**config.mk**
```make
export PLATFORM = sky130hd
export DESIGN_NAME = evt_pulse_timer
export DESIGN_NICKNAME = d
export VERILOG_FILES = /design/src/rtl/evt_pkg.sv /design/src/rtl/evt_sync.sv /design/src/rtl/evt_core.sv /design/src/rtl/evt_status.sv /design/src/rtl/evt_pulse_timer.sv
export SDC_FILE = /design/constraint.sdc
export NUM_CORES = 1
export LEC_CHECK = 0
export BUFFER_PORTS_ARGS = -buffer_cell sky130_fd_sc_hd__buf_2
export CORE_MARGIN = 10
export CORE_UTILIZATION = 52
export DETAILED_ROUTE_END_ITERATION = 7
export GPL_ROUTABILITY_DRIVEN = 0
export PLACE_DENSITY = 0.8
export SKIP_LAST_GASP = 1
export SYNTH_ARGS = -nofsm -noshare
export SYNTH_HDL_FRONTEND = slang
export SYNTH_SLANG_ARGS = --single-unit
export TNS_END_PERCENT = 100
```
**constraint.sdc**
```tcl
create_clock -name clk -period 1.9 [get_ports clk]
set_input_delay 0.095 -clock clk [delete_from_list [all_inputs] [get_ports clk]]
set_output_delay 0.095 -clock clk [all_outputs]
set_load 0.03 [all_outputs]
```
**src/rtl/evt_pkg.sv**
```systemverilog
package evt_pkg;
  typedef struct packed {
    logic enable;
    logic low_level;
    logic wrap;
  } evt_cfg_t;
endpackage

```
**src/rtl/evt_sync.sv**
```systemverilog
module evt_sync #(
  parameter int STAGES = 2
) (
  input  logic clk,
  input  logic rst_n,
  input  logic d_i,
  output logic q_o
);
  logic [STAGES-1:0] chain;

  generate
    for (genvar i = 0; i < STAGES; i++) begin : g_stage
      if (i == 0) begin : g_first
        always_ff @(posedge clk or negedge rst_n)
          if (!rst_n) chain[0] <= 1'b0;
          else        chain[0] <= d_i;
      end else begin : g_next
        always_ff @(posedge clk or negedge rst_n)
          if (!rst_n) chain[i] <= 1'b0;
          else        chain[i] <= chain[i-1];
      end
    end
  endgenerate

  assign q_o = chain[STAGES-1];
endmodule

```
**src/rtl/evt_core.sv**
```systemverilog
module evt_core
  import evt_pkg::*;
#(
  parameter int COUNT_W = 16
) (
  input  logic               clk,
  input  logic               rst_n,
  input  logic               lvl_s,
  input  logic               cfg_wr,
  input  evt_cfg_t           cfg_new,
  output logic [COUNT_W-1:0] count_o,
  output logic               run_o,
  output logic               ovf_o
);
  localparam logic [COUNT_W-1:0] CNT_MAX = {COUNT_W{1'b1}};
  localparam logic [COUNT_W-1:0] CNT_ONE = COUNT_W'(1);

  evt_cfg_t           cfg_q;
  logic               run_q;
  logic               act_d;
  logic [COUNT_W-1:0] cnt_q;
  logic               act;
  logic               step;
  logic               at_max;

  always_comb begin
    act    = cfg_q.low_level ? ~lvl_s : lvl_s;
    step   = run_q & act;
    at_max = (cnt_q == CNT_MAX);
    ovf_o  = step & act_d & at_max & ~cfg_wr;
  end

  always_ff @(posedge clk or negedge rst_n) begin
    if (!rst_n) begin
      cfg_q <= '0;
      run_q <= 1'b0;
      act_d <= 1'b0;
      cnt_q <= '0;
    end else begin
      act_d <= act;
      if (cfg_wr) begin
        cfg_q <= cfg_new;
        run_q <= cfg_new.enable;
        cnt_q <= '0;
      end else if (step) begin
        if (!act_d) begin
          cnt_q <= CNT_ONE;
        end else if (at_max) begin
          cnt_q <= '0;
          if (!cfg_q.wrap) run_q <= 1'b0;
        end else begin
          cnt_q <= cnt_q + CNT_ONE;
        end
      end
    end
  end

  assign count_o = cnt_q;
  assign run_o   = run_q;
endmodule

```
**src/rtl/evt_status.sv**
```systemverilog
module evt_status (
  input  logic clk,
  input  logic rst_n,
  input  logic ovf_i,
  input  logic rd_i,
  input  logic irq_en,
  output logic flag_o,
  output logic irq_o
);
  logic flag_q;

  always_ff @(posedge clk or negedge rst_n) begin
    if (!rst_n)     flag_q <= 1'b0;
    else if (ovf_i) flag_q <= 1'b1;
    else if (rd_i)  flag_q <= 1'b0;
  end

  assign flag_o = flag_q;
  assign irq_o  = flag_q & irq_en;
endmodule

```
**src/rtl/evt_pulse_timer.sv**
```systemverilog
module evt_pulse_timer
  import evt_pkg::*;
#(
  parameter int COUNT_W     = 16,
  parameter int SYNC_STAGES = 2
) (
  input  logic               clk,
  input  logic               rst_n,
  input  logic               ext_in,
  input  logic               cfg_wr,
  input  logic               cfg_enable,
  input  logic               cfg_low_level,
  input  logic               cfg_wrap,
  input  logic               irq_en,
  input  logic               stat_rd,
  output logic [COUNT_W-1:0] count_o,
  output logic               run_o,
  output logic               ovf_flag_o,
  output logic               irq_o
);
  logic     lvl_s;
  logic     ovf;
  evt_cfg_t cfg_new;

  assign cfg_new = '{enable: cfg_enable, low_level: cfg_low_level, wrap: cfg_wrap};

  evt_sync #(.STAGES(SYNC_STAGES)) u_sync (
    .clk(clk), .rst_n(rst_n), .d_i(ext_in), .q_o(lvl_s)
  );

  evt_core #(.COUNT_W(COUNT_W)) u_core (
    .clk(clk), .rst_n(rst_n), .lvl_s(lvl_s), .cfg_wr(cfg_wr), .cfg_new(cfg_new),
    .count_o(count_o), .run_o(run_o), .ovf_o(ovf)
  );

  evt_status u_stat (
    .clk(clk), .rst_n(rst_n), .ovf_i(ovf), .rd_i(stat_rd), .irq_en(irq_en),
    .flag_o(ovf_flag_o), .irq_o(irq_o)
  );
endmodule

```
# After elaboration in Yosys (flattened, before gate mapping)
# Index checks and enable logic that the tools add are counted.
# word_totals
register_bits	23
input_bits	9
out_inout_bits	19
elab_cells	35
# classes
n_addsub	1
n_reduce_logical	5
eq_ne	2
n_mux	12
bitwise_logic	7
# op_table
op	n
2-to-1 mux 16 bit	4
adder 16 x 1 -> 16 bit (second input constant)	1
equality test 16 bit (second input constant)	1
2-to-1 mux 1 bit	8
nonzero test 2 bit	4
bitwise AND 1 bit	5
AND reduction 4 bit	1
inequality test 2 bit (second input constant)	1
NOT 1 bit	2

# Logic depth before layout (Yosys ltp)
# Gate-level depths: netlist (run 1).
# depth
word_depth	7
depth_mapped	7
depth_no_buf	6

# Modules after synthesis
# A second synthesis (run 1) with hierarchy kept.
# hier_totals
hier_cells	137
area_unflattened_um2	1305.0
# by_module_without_submodules
module	seq_area_each_um2	area_each_um2	n_inst	cells_each
evt_core	500.5	1212.4	1	131
evt_sync	50.0	50.0	1	2
evt_status	25.0	42.5	1	4

# Worst setup path before layout (run 1)
# No wires, ideal clock.
# synth_timing
path_kind	register to register
start	reg u_core.cnt_q[1], in the netlist u_core.count_o[1]
end	reg u_core.cnt_q[1], in the netlist u_core.count_o[1]
required_ns	1.778
n_path_buf	1
slack_ns	-0.048
path_stages_with_launch	7
synth_period_minus_slack_ns	1.948
setup_ns	0.122
arrival_ns	1.826
cell_sequence	dfrtp_1 > ha_1 > nand3_4 > nor4_4 > nand3_2 > buf_6 > a32o_1
# synth_between
elab_chain_cells	5
elab_cells_between_ends	6
classes_between	add/sub (1); eq/ne (1); mux (4)
# synth_rtl
item	line_no	text
from (decl)	evt_core.sv:21	logic [COUNT_W-1:0] cnt_q;
from (signal assigned)	evt_core.sv:52	cnt_q <= cnt_q + CNT_ONE;
adder 16 x 1 -> 16 bit / equality test 16 bit (equally long branches)	evt_core.sv:52, evt_core.sv:29	
2-to-1 mux 16 bit *	evt_core.sv:48	end else if (at_max) begin
2-to-1 mux 16 bit *	evt_core.sv:46	if (!act_d) begin
2-to-1 mux 16 bit *	evt_core.sv:45	end else if (step) begin
2-to-1 mux 16 bit *	evt_core.sv:41	if (cfg_wr) begin
# Every way passes the cells marked *; elsewhere a longest branch is shown, timed or not. The select of a mux whose other input is x is not followed.
# A chain may end at the register's enable or synchronous reset.

# Worst setup path after layout (run 1)
# layout_timing
start	reg u_core.cnt_q[0], in the netlist u_core.count_o[0]
end	reg u_core.cnt_q[9], in the netlist u_core.count_o[9]
# Same word-level chain as after synthesis.

==> out/summary.md, run 1 <==
### Die
- **starting density of the core** 0.553
- **Die Width** 69.0 um
- **count of pins on the block boundary** 28
- **die boundary height** 69.0 um
- **area of the die** 4760 um^2
- **area of the core** 2250 um^2
- **placement row count** 17

### Flow run
- **Max-Cap Viols** 0

### Clocking
- **CTS Buf Count** 3
- **CTS H-tree depth** 1
- **number of buffers between clock root and the deepest sink** 2
- **clock-pin slew on the worst setup and hold paths** 0.13 ns
- **number of sinks handled by clock tree synthesis** 23
- **insertion delay to the later sink of the worst-skew pair** 0.31 ns
- **TritonCTS clock tree** built
- **Clock Tree Root** clkbuf_4

### Final layout
- **synthesis-to-finish area growth** 21.0%
- **fraction of layout cells with a size suffix above 1** 0.301
- **final instance count without filler cells** 194
- **most common library cell in the layout ignoring fill and taps** buf_2
- **most frequent cells in the layout** buf_2 (27), dfrtp_1 (19), nand2_1 (15), o21ai_0 (10), nand3_1 (8)
- **diode count** 0
- **number of nets in the layout** 177

### Routing
- **Routed wire per std cell** 16.3 um
- **remaining number of nets flagged by the antenna check after routing** 0
- **aggregate routed wire length** 3160 um
- **first drt pass iteration count** 4
- **Starting DRT DRC Count** 85
- **number of remaining DRC errors** 0
- **via count** 1148
- **via count normalized by instance count** 5.92

### STA
- **post-route setup TNS** 0 ns
- **fin crit share** 0.931
- **Final Slew Violations** 0
- **actual slew at the worst max-slew pin** 0.502 ns
- **largest clock skew in the final design** 0.00557 ns
- **RSZ-0062 raised after global routing** false
- **final number of hold-violating endpoints** 0
- **Fmax** 565 MHz
- **time the worst path needs with I/O delays and setup** 1.77 ns
- **final setup fails** 0
- **worst slew margin relative to its limit** 0.665

### Setup path
- **peak per-stage delay on the critical path** 0.45 ns
- **signal arrival time at the worst endpoint** 2.01 ns
- **Startpoint Class** register
- **required time of the critical path** 2.14 ns
- **Setup CP Type** reg -> reg
- **cells traversed along the worst timing path** ha_2, nand3_4, nor4_4, buf_4, a31o_1, or3_1, o21ai_0
- **type of destination of the critical path** register
- **critical-path maximum fanout** 5
- **Crit-path slowest cell** dfrtp_2

### Outcome
- **result of the run** finished clean

### Power
- **P_sw** 0.250 mW
- **internal cell power** 0.625 mW
- **leakage power total** 0.674 nW
- **power share of the sequential group** 0.600
- **power per standard cell area** 580 nW/um^2
- **switching share of total power** 0.286
- **VDD IR max** 516 uV
- **combinational fraction of design power** 0.134
- **clock network fraction of total power** 0.266

### Synthesis
- **number of flops mapped to enable cells by yosys** 0
- **area of the mapped netlist** 1250 um^2
- **portion of the post-synthesis area used by sequential elements** 0.461
- **prevailing post-synth register cell** dfrtp_1
- **Avg Cell Area, Syn** 9.52 um^2
- **syn nets** 141
- **distinct cell type count of the synthesized netlist** 43
- **Synthesis Warnings** 0
- **count of state elements after synthesis** 23
- **fraction of registers with async set/reset** 1.00
- **number of instances in the synthesized netlist** 131
- **area share of the largest cell type after synthesis** 0.461
- **main area contributors after synthesis** dfrtp_1 (46%), nand2_1 (4.5%), o21ai_0 (4.0%)
- **largest area contributor in the netlist** dfrtp_1

### Global route
- **maximum number of pins on one net before global-route repair** 24
- **overflow left after global routing** 0
- **All-Layer GR Usage** 0.135
- **antenna violations before repair** 0
- **number of global-route vias before repair** 1107
- **first-pass GRT wire length** 5090 um

### Place
- **total instance count after detailed placement** 185
- **port buffer count** 27
- **detailed-placement wirelength estimate** 2390 um

### Hold path
- **HP Class** in -> reg

-- repair_timing --
item / CTS / global route
endpoints found under the setup margin: 0 / 11
resized for setup: 0 / 4
endpoints found under the hold margin: 26 / 0
setup buffers: 0 / 1
hold buffers: 4 / 0
-- critical path: cells and delay by family (launching register included) --
kind / cells / cell delay (ns)
compound gates: 2 / 0.34
fa+ha+maj: 1 / 0.22
buf+inv: 1 / 0.15
flops: 1 / 0.45
simple gates: 3 / 0.52
-- power groups by stage --
stage | clock network [mW] | logic (mW) | registers, mW
floorplan | 0 | 0.0654 | 0.533
global placement | 0 | 0.102 | 0.533
detailed placement | 0 | 0.106 | 0.534
CTS | 0.232 | 0.113 | 0.525
global route | 0.262 | 0.128 | 0.527
finish | 0.232 | 0.117 | 0.525
-- per-stage QoR --
step                hold slack (ns)  setup WS (ns)  total power, mW   util  cell area, um^2
global placement             0.0861          0.125            0.635  0.630             1420
CTS                          0.0141         0.0151            0.870  0.660             1490
detailed placement           0.0970         0.0362            0.641  0.630             1420
global route               -0.00163        0.00575            0.917  0.669             1510
floorplan                    -0.201         0.0590            0.598      -             1250
finish                       0.0112          0.131            0.875  0.669             1510
-- registers in the layout (all words and copies together) (netlist names) --
signal,flops
u_core.act_d,1
u_core.cfg_q,2
u_core.count_o,16
u_core.run_o,1
u_stat.flag_o,1
u_sync.chain,1
u_sync.q_o,1
-- final timing paths --
kind / slack (ns) / cells after the start / startpoint / endpoint
max in group asynchronous: 1.27 / 2 / rst_n / u_core.count_o[1]
setup reg to reg: 0.13 / 7 / u_core.count_o[0] / u_core.count_o[9]
setup / recovery: 0.13 / 7 / u_core.count_o[0] / u_core.count_o[9]
hold / removal: 0.01 / 2 / cfg_low_level / u_core.cfg_q[1]
hold reg to reg: 0.37 / 0 / u_sync.chain[0] / u_sync.q_o
min in group asynchronous: 0.26 / 2 / rst_n / u_core.count_o[2]
-- Yosys cell counts, types with 2 or more instances --
library cell	n
a31oi_1	4
nand4_1	5
buf_2	2
o31ai_1	2
inv_1	6
dfrtp_1	23
nor3_1	4
o21ai_0	10
mux2_2	2
and3_1	3
o211ai_1	2
nor2b_1	2
a21oi_1	7
clkbuf_1	2
nand2_1	15
nor2_1	7
nor4_1	2
nand3_1	8
-- cell type report --
cell class,count,area [um^2]
Multi-Input combinational cell,97,631
Fill cell,203,746
Inverter,6,22.5
Sequential cell,23,581
Timing Repair Buffer,36,213
Clock buffer,3,22.5
Clock inverter,1,5.00
Tap cell,28,35.0
-- kinds of logic after synthesis --
kind of cell	Yosys count	share of synthesized area
compound gates	32	0.157
xor+xnor	3	0.0271
fa+ha+maj	1	0.0100
buf+inv	11	0.0411
flops	23	0.461
mux	2	0.0181
simple gates	59	0.285
-- per-layer routing --
metal / global-route usage / routed length, um / vias up / share of wire
met2: 0.234 / 1580 / 43 / 0.50
li1: - / - / 552 / -
met5: 0 / 0 / - / 0
met1: 0.166 / 1290 / 551 / 0.41
met3: 0.0290 / 278 / 2 / 0.088
met4: 0.0345 / 14 / 0 / 0.0044
Power figures use the tool's default switching activity.
==> run 2: changes to the inputs <==
Settings changed: CORE_MARGIN 10 to 3, MAX_ROUTING_LAYER from default to met4.
==> out/summary.md, run 2 (synthesis gave the netlist of run 1 again) <==
### Routing
- **number of remaining DRC errors** 0
- **remaining number of nets flagged by the antenna check after routing** 0
- **aggregate routed wire length** 2970 um
- **via count** 1154
- **first drt pass iteration count** 4
- **via count normalized by instance count** 5.95
- **Routed wire per std cell** 15.3 um
- **Starting DRT DRC Count** 27

### Setup path
- **delay-heaviest family, CP** simple AND/OR/NAND/NOR gates
- **peak per-stage delay on the critical path** 0.46 ns
- **critical-path maximum fanout** 5
- **Setup CP Type** reg -> reg
- **cells traversed along the worst timing path** ha_2, nand3_4, nor4_4, buf_4, a31o_1, or3_1, o21ai_0
- **required time of the critical path** 2.15 ns
- **number of buffers and inverters on the critical path** 1
- **Crit-path slowest cell** dfrtp_2
- **Startpoint Class** register
- **type of destination of the critical path** register
- **signal arrival time at the worst endpoint** 1.99 ns

### Place
- **detailed-placement wirelength estimate** 2160 um
- **port buffer count** 27
- **total instance count after detailed placement** 186

### Die
- **area of the die** 3020 um^2
- **area of the core** 2250 um^2
- **count of pins on the block boundary** 28
- **starting density of the core** 0.553
- **Die Width** 55.0 um
- **die boundary height** 55.0 um
- **placement row count** 17

### Final layout
- **layout filler cell count** 197
- **diode count** 0
- **fraction of layout cells with a size suffix above 1** 0.283
- **final instance count without filler cells** 194
- **most common library cell in the layout ignoring fill and taps** buf_2
- **synthesis-to-finish area growth** 20.7%
- **most frequent cells in the layout** buf_2 (27), dfrtp_1 (21), nand2_1 (15), o21ai_0 (10), nand3_1 (8)
- **Post-Route Utilization** 0.668
- **number of nets in the layout** 177
- **flip-flop count of the largest register after layout** 16

### Global route
- **overflow left after global routing** 0
- **antenna violations before repair** 0
- **maximum number of pins on one net before global-route repair** 24
- **All-Layer GR Usage** 0.218
- **first-pass GRT wire length** 4710 um
- **number of global-route vias before repair** 1099

### STA
- **actual slew at the worst max-slew pin** 0.503 ns
- **final number of hold-violating endpoints** 0
- **RSZ-0062 raised after global routing** false
- **final setup fails** 0
- **Hold Worst Slack** 0.0144 ns
- **Fmax** 574 MHz
- **largest clock skew in the final design** 0.00402 ns
- **worst slew margin relative to its limit** 0.665
- **time the worst path needs with I/O delays and setup** 1.74 ns
- **fin crit share** 0.918
- **Final Slew Violations** 0
- **post-route setup TNS** 0 ns

### Flow run
- **Max-Cap Viols** 0

### Clocking
- **TritonCTS clock tree** built
- **insertion delay to the later sink of the worst-skew pair** 0.31 ns
- **CTS H-tree depth** 1
- **number of sinks handled by clock tree synthesis** 23
- **number of buffers between clock root and the deepest sink** 2
- **CTS Buf Count** 3
- **Clock Tree Root** clkbuf_4
- **clock-pin slew on the worst setup and hold paths** 0.12 ns
- **number of buffers inserted to repair setup after CTS** 0

### Power
- **leakage power total** 0.675 nW
- **power consumption** 0.870 mW
- **VDD IR max** 490 uV
- **power per standard cell area** 578 nW/um^2

### Hold path
- **HP Class** in -> reg

### Outcome
- **result of the run** finished clean

[run 2: cell count changes in the layout (fill, tap and decap cells not counted)]
cell	delta
clkbuf_1	+1
clkinv_2	-1
dfrtp_1	+2
dfrtp_2	-2
[run 2: cell type report]
type                       instances  area [um^2]  area share
inverter                           6         22.5      0.0150
timing repair buffer              36          213       0.141
tap                               28         35.0      0.0233
sequential                        23          578       0.384
clock buffer                       4         26.3      0.0175
multi-input combinational         97          631       0.419
[run 2: routing by layer]
layer,global-route usage,routed length [um]
met1,0.273,1260
met2,0.354,1510
met3,0.0402,167
met4,0.0769,31
met5,-,0
[run 2: worst paths after layout]
path	from	to	slack, ns	cells after the start
worst max-delay path	u_core.count_o[0]	u_core.count_o[9]	0.16	7
worst min-delay path	cfg_low_level	u_core.cfg_q[1]	0.01	2
worst max register to register	u_core.count_o[0]	u_core.count_o[9]	0.16	7
worst min register to register	u_sync.chain[0]	u_sync.q_o	0.37	0
max in group asynchronous	rst_n	u_core.count_o[0]	1.27	2
min in group asynchronous	rst_n	u_core.count_o[9]	0.26	2
[run 2: timing repair]
action                                 4_1_cts  5_1_grt
endpoints found under the hold margin       26        0
resized for setup                            0        2
hold buffers                                 4        0
setup endpoints to repair                    0       10
[run 2: power breakdown]
group | switching [mW] | total, mW | internal (mW)
Clock | 0.147 | 0.229 | 0.0820
Combinational | 0.0740 | 0.115 | 0.0414
Sequential | 0.0222 | 0.526 | 0.504
Total | 0.243 | 0.870 | 0.628
[run 2: worst register-to-register path, stage by stage (launching register included)]
cell and delay [ns]:
dfrtp_2 0.46, ha_2 0.23, nand3_4 0.12, nor4_4 0.06, buf_4 0.15, a31o_1 0.26, or3_1 0.35, o21ai_0 0.07
[run 2: metrics by stage]
| stage | cell area [um^2] | setup WS (ns) |
|---|---|---|
| after CTS | 1500 | 0.0158 |
| after global placement | 1430 | 0.127 |
| after detailed placement | 1430 | 0.0326 |
| after global routing | 1510 | 0.0325 |
| final | 1510 | 0.156 |
| after floorplan | 1250 | 0.0590 |
